[config.mk]
export PLATFORM = sky130hd
export DESIGN_NAME = sync_serial_xcvr
export DESIGN_NICKNAME = d
export VERILOG_FILES = /design/src/rtl/ssx_pkg.sv /design/src/rtl/ssx_baud_gen.sv /design/src/rtl/ssx_clk_ctrl.sv /design/src/rtl/ssx_shifter.sv /design/src/rtl/sync_serial_xcvr.sv
export SDC_FILE = /design/constraint.sdc
export NUM_CORES = 1
export LEC_CHECK = 0
export BUFFER_PORTS_ARGS = -buffer_cell sky130_fd_sc_hd__buf_4
export CAP_MARGIN = 20
export CORE_ASPECT_RATIO = 1.75
export CORE_MARGIN = 1.5
export CORE_UTILIZATION = 50
export CTS_CLUSTER_SIZE = 25
export DETAILED_ROUTE_END_ITERATION = 10
export HOLD_SLACK_MARGIN = 0.02
export PLACE_DENSITY = 0.76
export RECOVER_POWER = 25
export SYNTH_ARGS = -nofsm -noshare
export SYNTH_HDL_FRONTEND = slang
export SYNTH_SLANG_ARGS = --single-unit
[constraint.sdc]
create_clock -name clk -period 2.6 [get_ports clk]
set_input_delay 0.13 -clock clk [delete_from_list [all_inputs] [get_ports clk]]
set_output_delay 0.13 -clock clk [all_outputs]
set_load 0.02 [all_outputs]
[src/rtl/ssx_pkg.sv]
package ssx_pkg;
  localparam int PRE_W = 9;

  typedef enum logic [1:0] {
    SRC_DIV2   = 2'b00,
    SRC_DIV16  = 2'b01,
    SRC_DIV64  = 2'b10,
    SRC_DIV512 = 2'b11
  } ssx_src_e;

  function automatic logic [PRE_W-1:0] pre_mask(input ssx_src_e s);
    case (s)
      SRC_DIV2:   pre_mask = PRE_W'(1);
      SRC_DIV16:  pre_mask = PRE_W'(15);
      SRC_DIV64:  pre_mask = PRE_W'(63);
      default:    pre_mask = PRE_W'(511);
    endcase
  endfunction
endpackage

[src/rtl/ssx_baud_gen.sv]
module ssx_baud_gen
  import ssx_pkg::*;
#(
  parameter int DIV_W = 8
) (
  input  logic             clk,
  input  logic             rst_n,
  input  logic             run,
  input  logic [1:0]       src_sel,
  input  logic [DIV_W-1:0] reload,
  output logic             half_tick
);
  logic [PRE_W-1:0] pre_cnt;
  logic [DIV_W-1:0] div_cnt;
  logic [PRE_W-1:0] mask;
  logic             pre_tick;

  assign mask      = pre_mask(ssx_src_e'(src_sel));
  assign pre_tick  = run && ((pre_cnt & mask) == mask);
  assign half_tick = pre_tick && (div_cnt == reload);

  always_ff @(posedge clk or negedge rst_n) begin
    if (!rst_n) begin
      pre_cnt <= '0;
      div_cnt <= '0;
    end else if (!run) begin
      pre_cnt <= '0;
      div_cnt <= '0;
    end else begin
      pre_cnt <= pre_cnt + 1'b1;
      if (pre_tick) div_cnt <= (div_cnt == reload) ? '0 : div_cnt + 1'b1;
    end
  end


  half_spacing_chk: assert property (@(posedge clk) disable iff (!rst_n)
    half_tick |=> !half_tick);
endmodule

[src/rtl/ssx_clk_ctrl.sv]
module ssx_clk_ctrl (
  input  logic clk,
  input  logic rst_n,
  input  logic run,
  input  logic ext_sel,
  input  logic sample_on_fall,
  input  logic half_tick,
  input  logic sclk_i,
  output logic sclk_o,
  output logic launch,
  output logic sample
);
  logic idle_lvl;
  logic sclk_int;
  logic ext_s1, ext_s2, ext_s3;
  logic edge_ev, new_lvl;

  assign idle_lvl = ~sample_on_fall;

  always_ff @(posedge clk or negedge rst_n) begin
    if (!rst_n) begin
      sclk_int <= 1'b1;
      ext_s1   <= 1'b1;
      ext_s2   <= 1'b1;
      ext_s3   <= 1'b1;
    end else begin
      ext_s1 <= sclk_i;
      ext_s2 <= ext_s1;
      ext_s3 <= ext_s2;
      if (!run || ext_sel) sclk_int <= idle_lvl;
      else if (half_tick)  sclk_int <= ~sclk_int;
    end
  end

  assign edge_ev = ext_sel ? (ext_s2 ^ ext_s3) : half_tick;
  assign new_lvl = ext_sel ? ext_s2 : ~sclk_int;
  assign launch  = run && edge_ev && (new_lvl != idle_lvl);
  assign sample  = run && edge_ev && (new_lvl == idle_lvl);
  assign sclk_o  = (ext_sel || !run) ? idle_lvl : sclk_int;
endmodule

[src/rtl/ssx_shifter.sv]
module ssx_shifter #(
  parameter int W = 8
) (
  input  logic         clk,
  input  logic         rst_n,
  input  logic         load,
  input  logic [W-1:0] tx_byte,
  input  logic         msb_first,
  input  logic         launch,
  input  logic         sample,
  input  logic         rxd,
  output logic         txd,
  output logic [W-1:0] rx_byte,
  output logic         done
);
  localparam int CW = $clog2(W);

  logic [W-1:0]  tx_sh;
  logic [CW-1:0] bit_cnt;

  always_ff @(posedge clk or negedge rst_n) begin
    if (!rst_n) begin
      tx_sh   <= '0;
      rx_byte <= '0;
      bit_cnt <= '0;
      txd     <= 1'b1;
      done    <= 1'b0;
    end else begin
      done <= sample && (bit_cnt == CW'(W-1));
      if (load) begin
        tx_sh   <= tx_byte;
        bit_cnt <= '0;
        txd     <= 1'b1;
      end else begin
        if (launch) begin
          txd   <= msb_first ? tx_sh[W-1] : tx_sh[0];
          tx_sh <= msb_first ? {tx_sh[W-2:0], 1'b0} : {1'b0, tx_sh[W-1:1]};
        end
        if (sample) begin
          rx_byte <= msb_first ? {rx_byte[W-2:0], rxd} : {rxd, rx_byte[W-1:1]};
          bit_cnt <= bit_cnt + 1'b1;
        end
        if (done) txd <= 1'b1;
      end
    end
  end
endmodule

[src/rtl/sync_serial_xcvr.sv]
module sync_serial_xcvr #(
  parameter int DATA_W = 8,
  parameter int DIV_W  = 8
) (
  input  logic              clk,
  input  logic              rst_n,
  input  logic              clk_ext_sel,
  input  logic [1:0]        src_sel,
  input  logic [DIV_W-1:0]  baud_reload,
  input  logic              sample_on_fall,
  input  logic              msb_first,
  input  logic              tx_en,
  input  logic              rx_en,
  input  logic              hs_off,
  input  logic              hs_rts_mode,
  input  logic              irq_err_only,
  input  logic              tx_valid,
  output logic              tx_ready,
  input  logic [DATA_W-1:0] tx_data,
  output logic              rx_valid,
  input  logic              rx_ready,
  output logic [DATA_W-1:0] rx_data,
  output logic              ovr_err,
  output logic              irq,
  input  logic              sclk_i,
  output logic              sclk_o,
  output logic              txd,
  input  logic              rxd,
  input  logic              cts_i,
  output logic              rts_o
);
  logic              tx_full, busy, rx_full;
  logic [DATA_W-1:0] tx_buf, rx_buf, rx_byte;
  logic              cts_s1, cts_s2, cts_block;
  logic              start, done, rd, ovr_now;
  logic              half_tick, launch, sample;

  ssx_baud_gen #(.DIV_W(DIV_W)) u_baud (
    .clk(clk), .rst_n(rst_n), .run(busy && !clk_ext_sel),
    .src_sel(src_sel), .reload(baud_reload), .half_tick(half_tick)
  );

  ssx_clk_ctrl u_clk (
    .clk(clk), .rst_n(rst_n), .run(busy), .ext_sel(clk_ext_sel),
    .sample_on_fall(sample_on_fall), .half_tick(half_tick), .sclk_i(sclk_i),
    .sclk_o(sclk_o), .launch(launch), .sample(sample)
  );

  ssx_shifter #(.W(DATA_W)) u_shift (
    .clk(clk), .rst_n(rst_n), .load(start), .tx_byte(tx_buf),
    .msb_first(msb_first), .launch(launch), .sample(sample), .rxd(rxd),
    .txd(txd), .rx_byte(rx_byte), .done(done)
  );

  assign cts_block = !hs_off && !hs_rts_mode && cts_s2;
  assign start     = tx_full && !busy && tx_en && rx_en && !cts_block;
  assign rd        = rx_full && rx_ready;
  assign ovr_now   = rx_full && !rd;

  always_ff @(posedge clk or negedge rst_n) begin
    if (!rst_n) begin
      cts_s1  <= 1'b1;
      cts_s2  <= 1'b1;
      tx_full <= 1'b0;
      tx_buf  <= '0;
      busy    <= 1'b0;
      rx_full <= 1'b0;
      rx_buf  <= '0;
      ovr_err <= 1'b0;
      irq     <= 1'b0;
    end else begin
      cts_s1 <= cts_i;
      cts_s2 <= cts_s1;
      irq    <= done && (!irq_err_only || ovr_now);
      if (tx_valid && !tx_full) begin
        tx_full <= 1'b1;
        tx_buf  <= tx_data;
      end else if (done) begin
        tx_full <= 1'b0;
      end
      if (start)     busy <= 1'b1;
      else if (done) busy <= 1'b0;
      if (done) begin
        rx_buf  <= rx_byte;
        rx_full <= 1'b1;
        ovr_err <= ovr_now;
      end else if (rd) begin
        rx_full <= 1'b0;
        ovr_err <= 1'b0;
      end
    end
  end

  assign tx_ready = !tx_full;
  assign rx_valid = rx_full;
  assign rx_data  = rx_buf;
  assign rts_o    = (!hs_off && hs_rts_mode) ? !(rx_en && !busy && !rx_full) : 1'b1;


  busy_holds_buf_chk: assert property (@(posedge clk) disable iff (!rst_n)
    busy |-> !tx_ready);

  done_flags_chk: assert property (@(posedge clk) disable iff (!rst_n)
    done |=> (rx_valid && tx_ready));

  irq_pulse_chk: assert property (@(posedge clk) disable iff (!rst_n)
    irq |=> !irq);

  overrun_set_chk: assert property (@(posedge clk) disable iff (!rst_n)
    (done && rx_valid && !rx_ready) |=> ovr_err);

  cts_hold_chk: assert property (@(posedge clk) disable iff (!rst_n)
    (!hs_off && !hs_rts_mode && cts_s2 && !busy) |=> !busy);
endmodule

**After elaboration in Yosys (flattened, before gate mapping)**

Cells that the tools add are included.

- Register bits: 65
- Bits in latches: 0
- RAM bits: 0
- Memory bits (read-only): 0
- Input port bits: 33
- Output and inout bits: 15
- Word-level logic and storage cells: 104
- Memories kept: 0

- $add $sub $neg: 3
- Multiply operators: 0
- Divide/modulo/power cells: 0
- Magnitude comparators: 0
- Equality and inequality tests: 8
- Shifts and indexed selects: 0
- Mux-type cells: 27
- Bitwise operators: 5
- Reduce and logical (&&, ||, !) cells: 41

Operator list:

| kind | number |
|---|---|
| $mux 8 | 7 |
| $pmux 9 s3 | 1 |
| $logic_and 1x1->1 | 20 |
| $mux 1 | 16 |
| $reduce_bool 2->1 | 6 |
| $logic_not 1->1 | 10 |
| $add 9x1->9 const B | 1 |
| $and 9x9->9 | 1 |
| $eq 9x9->1 | 1 |
| $mux 9 | 1 |
| $add 8x1->8 const B | 1 |
| $eq 8x8->1 | 1 |
| $mux 3 | 2 |
| $add 3x1->3 const B | 1 |
| $eq 3x3->1 const B | 1 |
| $not 1->1 | 3 |
| $reduce_bool 3->1 | 1 |
| $eq 2x1->1 const B | 1 |
| $eq 2x2->1 const B | 1 |
| $logic_not 2->1 | 1 |
| $logic_or 1x1->1 | 2 |
| $ne 2x2->1 const B | 1 |
| $reduce_and 2->1 | 1 |
| $eq 1x1->1 | 1 |
| 2 further kinds | 2 |

**Logic depth before layout (Yosys ltp)**

- Word-level depth: 12
- Depth in mapped cells: 7
- Depth with buffers taken out: 6

**Cells and area by module**

Synthesis repeated with hierarchy kept, for this count alone.

- Cell total of the unflattened synthesis: 271
- Area, all modules: 3214.3 sq um

By module, submodules not included:

| module | instances | cells each | area an instance (sq um) | seq. area each (sq um) |
|---|---|---|---|---|
| ssx_shifter | 1 | 91 | 1108.6 | 526.8 |
| ssx_baud_gen | 1 | 104 | 1006.0 | 425.4 |
| sync_serial_xcvr | 1 | 57 | 903.4 | 578.1 |
| ssx_clk_ctrl | 1 | 19 | 196.4 | 105.1 |

**Worst setup path before layout**

No wires, ideal clock.

- Kind: reg-to-reg
- Start: register u_baud.div_cnt[1]
- End: register u_shift.bit_cnt[1]
- Library setup time: 127 ps
- Arrival time: 1880 ps
- Required time: 2473 ps
- Path slack: 593 ps
- Cell stages (with the launch flop): 8
- Buffers on the path: 1
- Period minus slack after synthesis: 2007 ps
- Path through: dfrtp_1 -> xor2_1 -> nor4_2 -> nand2_4 -> o21bai_1 -> and2b_1 -> buf_6 -> mux2_1

- Longest elaborated chain between the ends: 6

Ends and longest elaborated chain:

| element | RTL line | source |
|---|---|---|
| from (decl) | ssx_baud_gen.sv:14 | `logic [DIV_W-1:0] div_cnt;` |
| from (signal assigned) | ssx_baud_gen.sv:31 | `if (pre_tick) div_cnt <= (div_cnt == reload) ? '0 : div_cnt + 1'b1;` |
| $eq 8x8->1 | ssx_baud_gen.sv:20 | `assign half_tick = pre_tick && (div_cnt == reload);` |
| $logic_and 1x1->1 | ssx_baud_gen.sv:20 |  |
| $mux 1 | ssx_clk_ctrl.sv:35 | `assign edge_ev = ext_sel ? (ext_s2 ^ ext_s3) : half_tick;` |
| $logic_and 1x1->1 (2 in a row) | ssx_clk_ctrl.sv:38 | `assign sample = run && edge_ev && (new_lvl == idle_lvl);` |
| $reduce_bool 2->1 (no line) | n/a |  |
| to (signal assigned) | ssx_shifter.sv:41 | `bit_cnt <= bit_cnt + 1'b1;` |
| to (decl) | ssx_shifter.sv:19 | `logic [CW-1:0] bit_cnt;` |

No other way between the ends.
A chain may end at the register's enable or synchronous reset.

**Worst setup path in the final report**

- Start: register u_baud.div_cnt[1]
- End: register u_shift.rx_byte[0]

- Longest elaborated chain between the ends: 6

Ends and longest elaborated chain:

| element | RTL line | source |
|---|---|---|
| $eq 8x8->1 | ssx_baud_gen.sv:20 |  |
| $logic_and 1x1->1 | ssx_baud_gen.sv:20 |  |
| $mux 1 | ssx_clk_ctrl.sv:35 |  |
| $logic_and 1x1->1 (2 in a row) | ssx_clk_ctrl.sv:38 |  |
| $reduce_and 2->1 (no line) | n/a |  |
| to (signal assigned) | ssx_shifter.sv:40 | `rx_byte <= msb_first ? {rx_byte[W-2:0], rxd} : {rxd, rx_byte[W-1:1]};` |
| to (decl) | ssx_shifter.sv:13 | `output logic [W-1:0] rx_byte,` |

No other way between the ends.

==> impl_metrics.tcl <==
set metrics [dict create \
    status "complete, but fails checks" \
    violations "max-capacitance violations, max-slew violations" \
    synth_mux_area_frac 0.180 \
    via_per_inst 5.31 \
    cts.repair.resized 0 \
    netlist.area_leader.share 0.464 \
    whs_ps 52.6 \
    critPathCaptureType "register" \
    io_buffers 47 \
    syn_nets 301 \
    post-route-period-util 0.850 \
    cts_buffers 9 \
    grt_pass1_vias 2200 \
    core_area_sq_mm 0.00613 \
    drt_first_pass_iters 4 \
    post-dp-hpwl_um 4120 \
    p_leak_nw 1.82 \
    holdBufCountCts 11 \
    die_height_um 108 \
    grt_pass1_wl_um 10000 \
    reg2reg_from "u_baud.div_cnt[1]" \
    drc 0 \
    final.fill_count 483 \
    gp_congestion 0.822 \
    critPathMaxFanout 12 \
    critPathLaunchType "register" \
    vias 2197 \
    dpl_cell_area_sq_mm 0.00357 \
    synth_top_cells_by_area "dfrtp_1 (46%), mux2_2 (9.4%), dfstp_2 (5.9%)" \
    layout_setup_ws_ps 391 \
    setup_tns_ps 0 \
    finalHoldViolCount 0 \
    die_area_sq_mm 0.00676 \
    synth_xor_area_frac 0.0504 \
    synthSimpleGateAreaFrac 0.126 \
    ys_seq_area_frac 0.523 \
    finalPower_mw 3.04 \
    max_slew_margin -0.0411 \
    crit_type "register to register" \
    critPathLaunch "u_baud.div_cnt[1]" \
    grt_usage 0.195 \
    synth_seq_cells 65 \
    period_needed_ps 2210 \
    antenna_found_initial 0 \
    ir_drop_v 0.000568 \
    max_freq_ghz 0.453 \
    row_count 38 \
    multi_input_area_sq_mm 0.00143 \
    dieWidth_um 62.8 \
    overflow 0 \
    synth_top_family_by_area "multiplexers" \
    insertion_delay_ps 340 \
    yosysUniqueCellTypes 45 \
    maxCapViolCount 1 \
    hp-class "primary input to register" \
    dp_slack_ps 417 \
    ios 48 \
    wl_um 5950 \
    ctsHtreeMaxLevel 3 \
    syn_avg_cell_area_sq_um 11.8 \
    cp.arrival_ps 2430 \
    tightest_slew_ps 1560 \
    syn-cell-area_sq_mm 0.00313 \
    final_util 0.625 \
    power_density_mw_per_mm2 792 \
    drt_iter0_markers 115 \
    nNetsFinal 366 \
    cts_tree "done" \
    hold_start "sample_on_fall" \
    grt_max_degree 66 \
    start_util 0.510 \
    synth-compound-area-share 0.0856 \
    synth_warnings 0 \
    syn_inst 264 \
    critPathRequiredTime_ps 2820 \
    clock-sinks 65 \
    layout-drive-gt1-share 0.287 \
    fin_worst_skew_ps 7.27 \
    yosysTopAreaCell "dfrtp_1" \
    post_drt_wl_per_cell_um 14.4 \
    slew_viol_final 66 \
    area_growth_pct 22.5 \
    synth_adder_area_share 0.0160 \
    seq_area_sq_mm 0.00164 \
    grt_setup_unrepaired "no" \
    diodes 0 \
    postCtsSetupRepairBufs 0 \
    final_cell_area_sq_mm 0.00383 \
    cts_max_path_buffers 2 \
    postRouteAntennaNets 0 \
    setup_violations 0 \
    clockRootBuffer "clkbuf_8" \
    final-instance-count-excl-fill 414 \
    dp_cells 386 \
    clk_pin_slew_ps 70 \
]
## layout make-up
cell class	instances	area share
Clock buffer	14	0.0477
Multi-Input combinational cell	185	0.374
Sequential cell	65	0.427
Inverter	6	0.00588
Clock inverter	2	0.00261
Timing Repair Buffer	62	0.117
Tap cell	80	0.0261
## per-layer routing
layer	routed length [um]	GRT usage	share of wire	vias up
met5	0	0	0	-
met4	142	0.121	0.024	0
met3	217	0.0397	0.036	10
met2	3180	0.328	0.53	54
met1	2410	0.228	0.41	1070
li1	-	-	-	1063
## final timing paths
path                                           end  slack, ps  cells after the start
worst max-delay path            u_shift.rx_byte[0]        390                      7
worst min-delay path                u_clk.sclk_int         50                      3
worst max register to register  u_shift.rx_byte[0]        390                      7
worst min register to register              cts_s2        360                      0
max in group asynchronous         u_shift.tx_sh[2]        950                      2
min in group asynchronous               rx_data[1]        720                      2
## kinds of logic (layout without fill, tap and decap cells)
kind of cell	after synthesis	in the layout
buffers and inverters	14	84
XOR/XNOR	18	18
flip-flops	65	65
adder cells (fa/ha/maj)	4	4
AO/OA/AOI/OAI	41	41
AND/OR/NAND/NOR	73	73
multiplexers	49	49
## critical path: stages, from the launching register on
cell      delay, ps
dfrtp_1         420
xor2_1          170
nor4_2          400
nand2_4         150
o21bai_1        240
and2b_1         150
buf_4           190
mux2_2          350
## sequential cells by signal (all words and copies together) (netlist names)
register	count
u_shift.tx_sh	8
u_baud.pre_cnt	9
busy	1
u_clk.ext_s2	1
cts_s1	1
u_shift.bit_cnt	3
irq	1
u_clk.sclk_int	1
tx_buf	8
rx_valid	1
u_shift.rx_byte	8
tx_full	1
cts_s2	1
u_clk.ext_s3	1
u_shift.done	1
rx_data	8
u_clk.ext_s1	1
u_baud.div_cnt	8
u_shift.txd	1
ovr_err	1
## power breakdown
group	leakage, nW	switching, mW	internal (mW)	total [mW]
clock network	0.102	0.362	0.448	0.810
logic	0.877	0.319	0.419	0.738
registers	0.838	0.207	1.28	1.49
## placed cells by master, fill, tap and decap left out, types with 2 or more instances in the layout
cell type | synthesis | routed
o21ai_0 | 13 | 13
nand2b_1 | 4 | 4
mux2_1 | 8 | 8
a21oi_1 | 7 | 7
o21ai_1 | 2 | 2
clkbuf_1 | 6 | 13
a21o_1 | 3 | 3
dlygate4sd3_1 | 0 | 12
mux2_4 | 6 | 6
and3_1 | 6 | 6
or3_1 | 2 | 2
nor2_1 | 12 | 12
inv_1 | 6 | 6
nor2b_1 | 6 | 6
nand3_1 | 10 | 10
nand4_1 | 2 | 2
ha_1 | 4 | 4
clkbuf_8 | 0 | 13
a31oi_1 | 7 | 7
buf_4 | 0 | 35
dfstp_2 | 7 | 6
mux2_2 | 26 | 26
mux2i_1 | 9 | 9
xor2_1 | 15 | 15
xnor2_1 | 3 | 3
nand2_1 | 20 | 20
clkinv_2 | 0 | 2
dfrtp_1 | 58 | 58
clkbuf_4 | 0 | 2
## synthesized netlist by cell type, drive strengths merged
| library cell | instances |
|---|---|
| or3 | 2 |
| nor3 | 1 |
| o211ai | 1 |
| a21o | 3 |
| a2111oi | 1 |
| o221ai | 1 |
| o21bai | 1 |
| clkbuf | 6 |
| a32o | 1 |
| and3 | 6 |
| o311a | 1 |
| o211a | 1 |
| nor2b | 6 |
| a31oi | 7 |
| a21oi | 7 |
| and2b | 1 |
| and4 | 1 |
| or2 | 2 |
| o21ai | 15 |
| nand2 | 21 |
| mux2 | 40 |
| ha | 4 |
| buf | 2 |
| and2 | 2 |
| nor2 | 12 |
| nor4 | 2 |
| nor3b | 1 |
| dfrtp | 58 |
| mux2i | 9 |
| dfstp | 7 |
| o31ai | 1 |
| inv | 6 |
| o21a | 1 |
| nand4 | 2 |
| nand3 | 10 |
| nand2b | 4 |
| xor2 | 15 |
| xnor2 | 3 |
(Power assumes the default switching activity.)
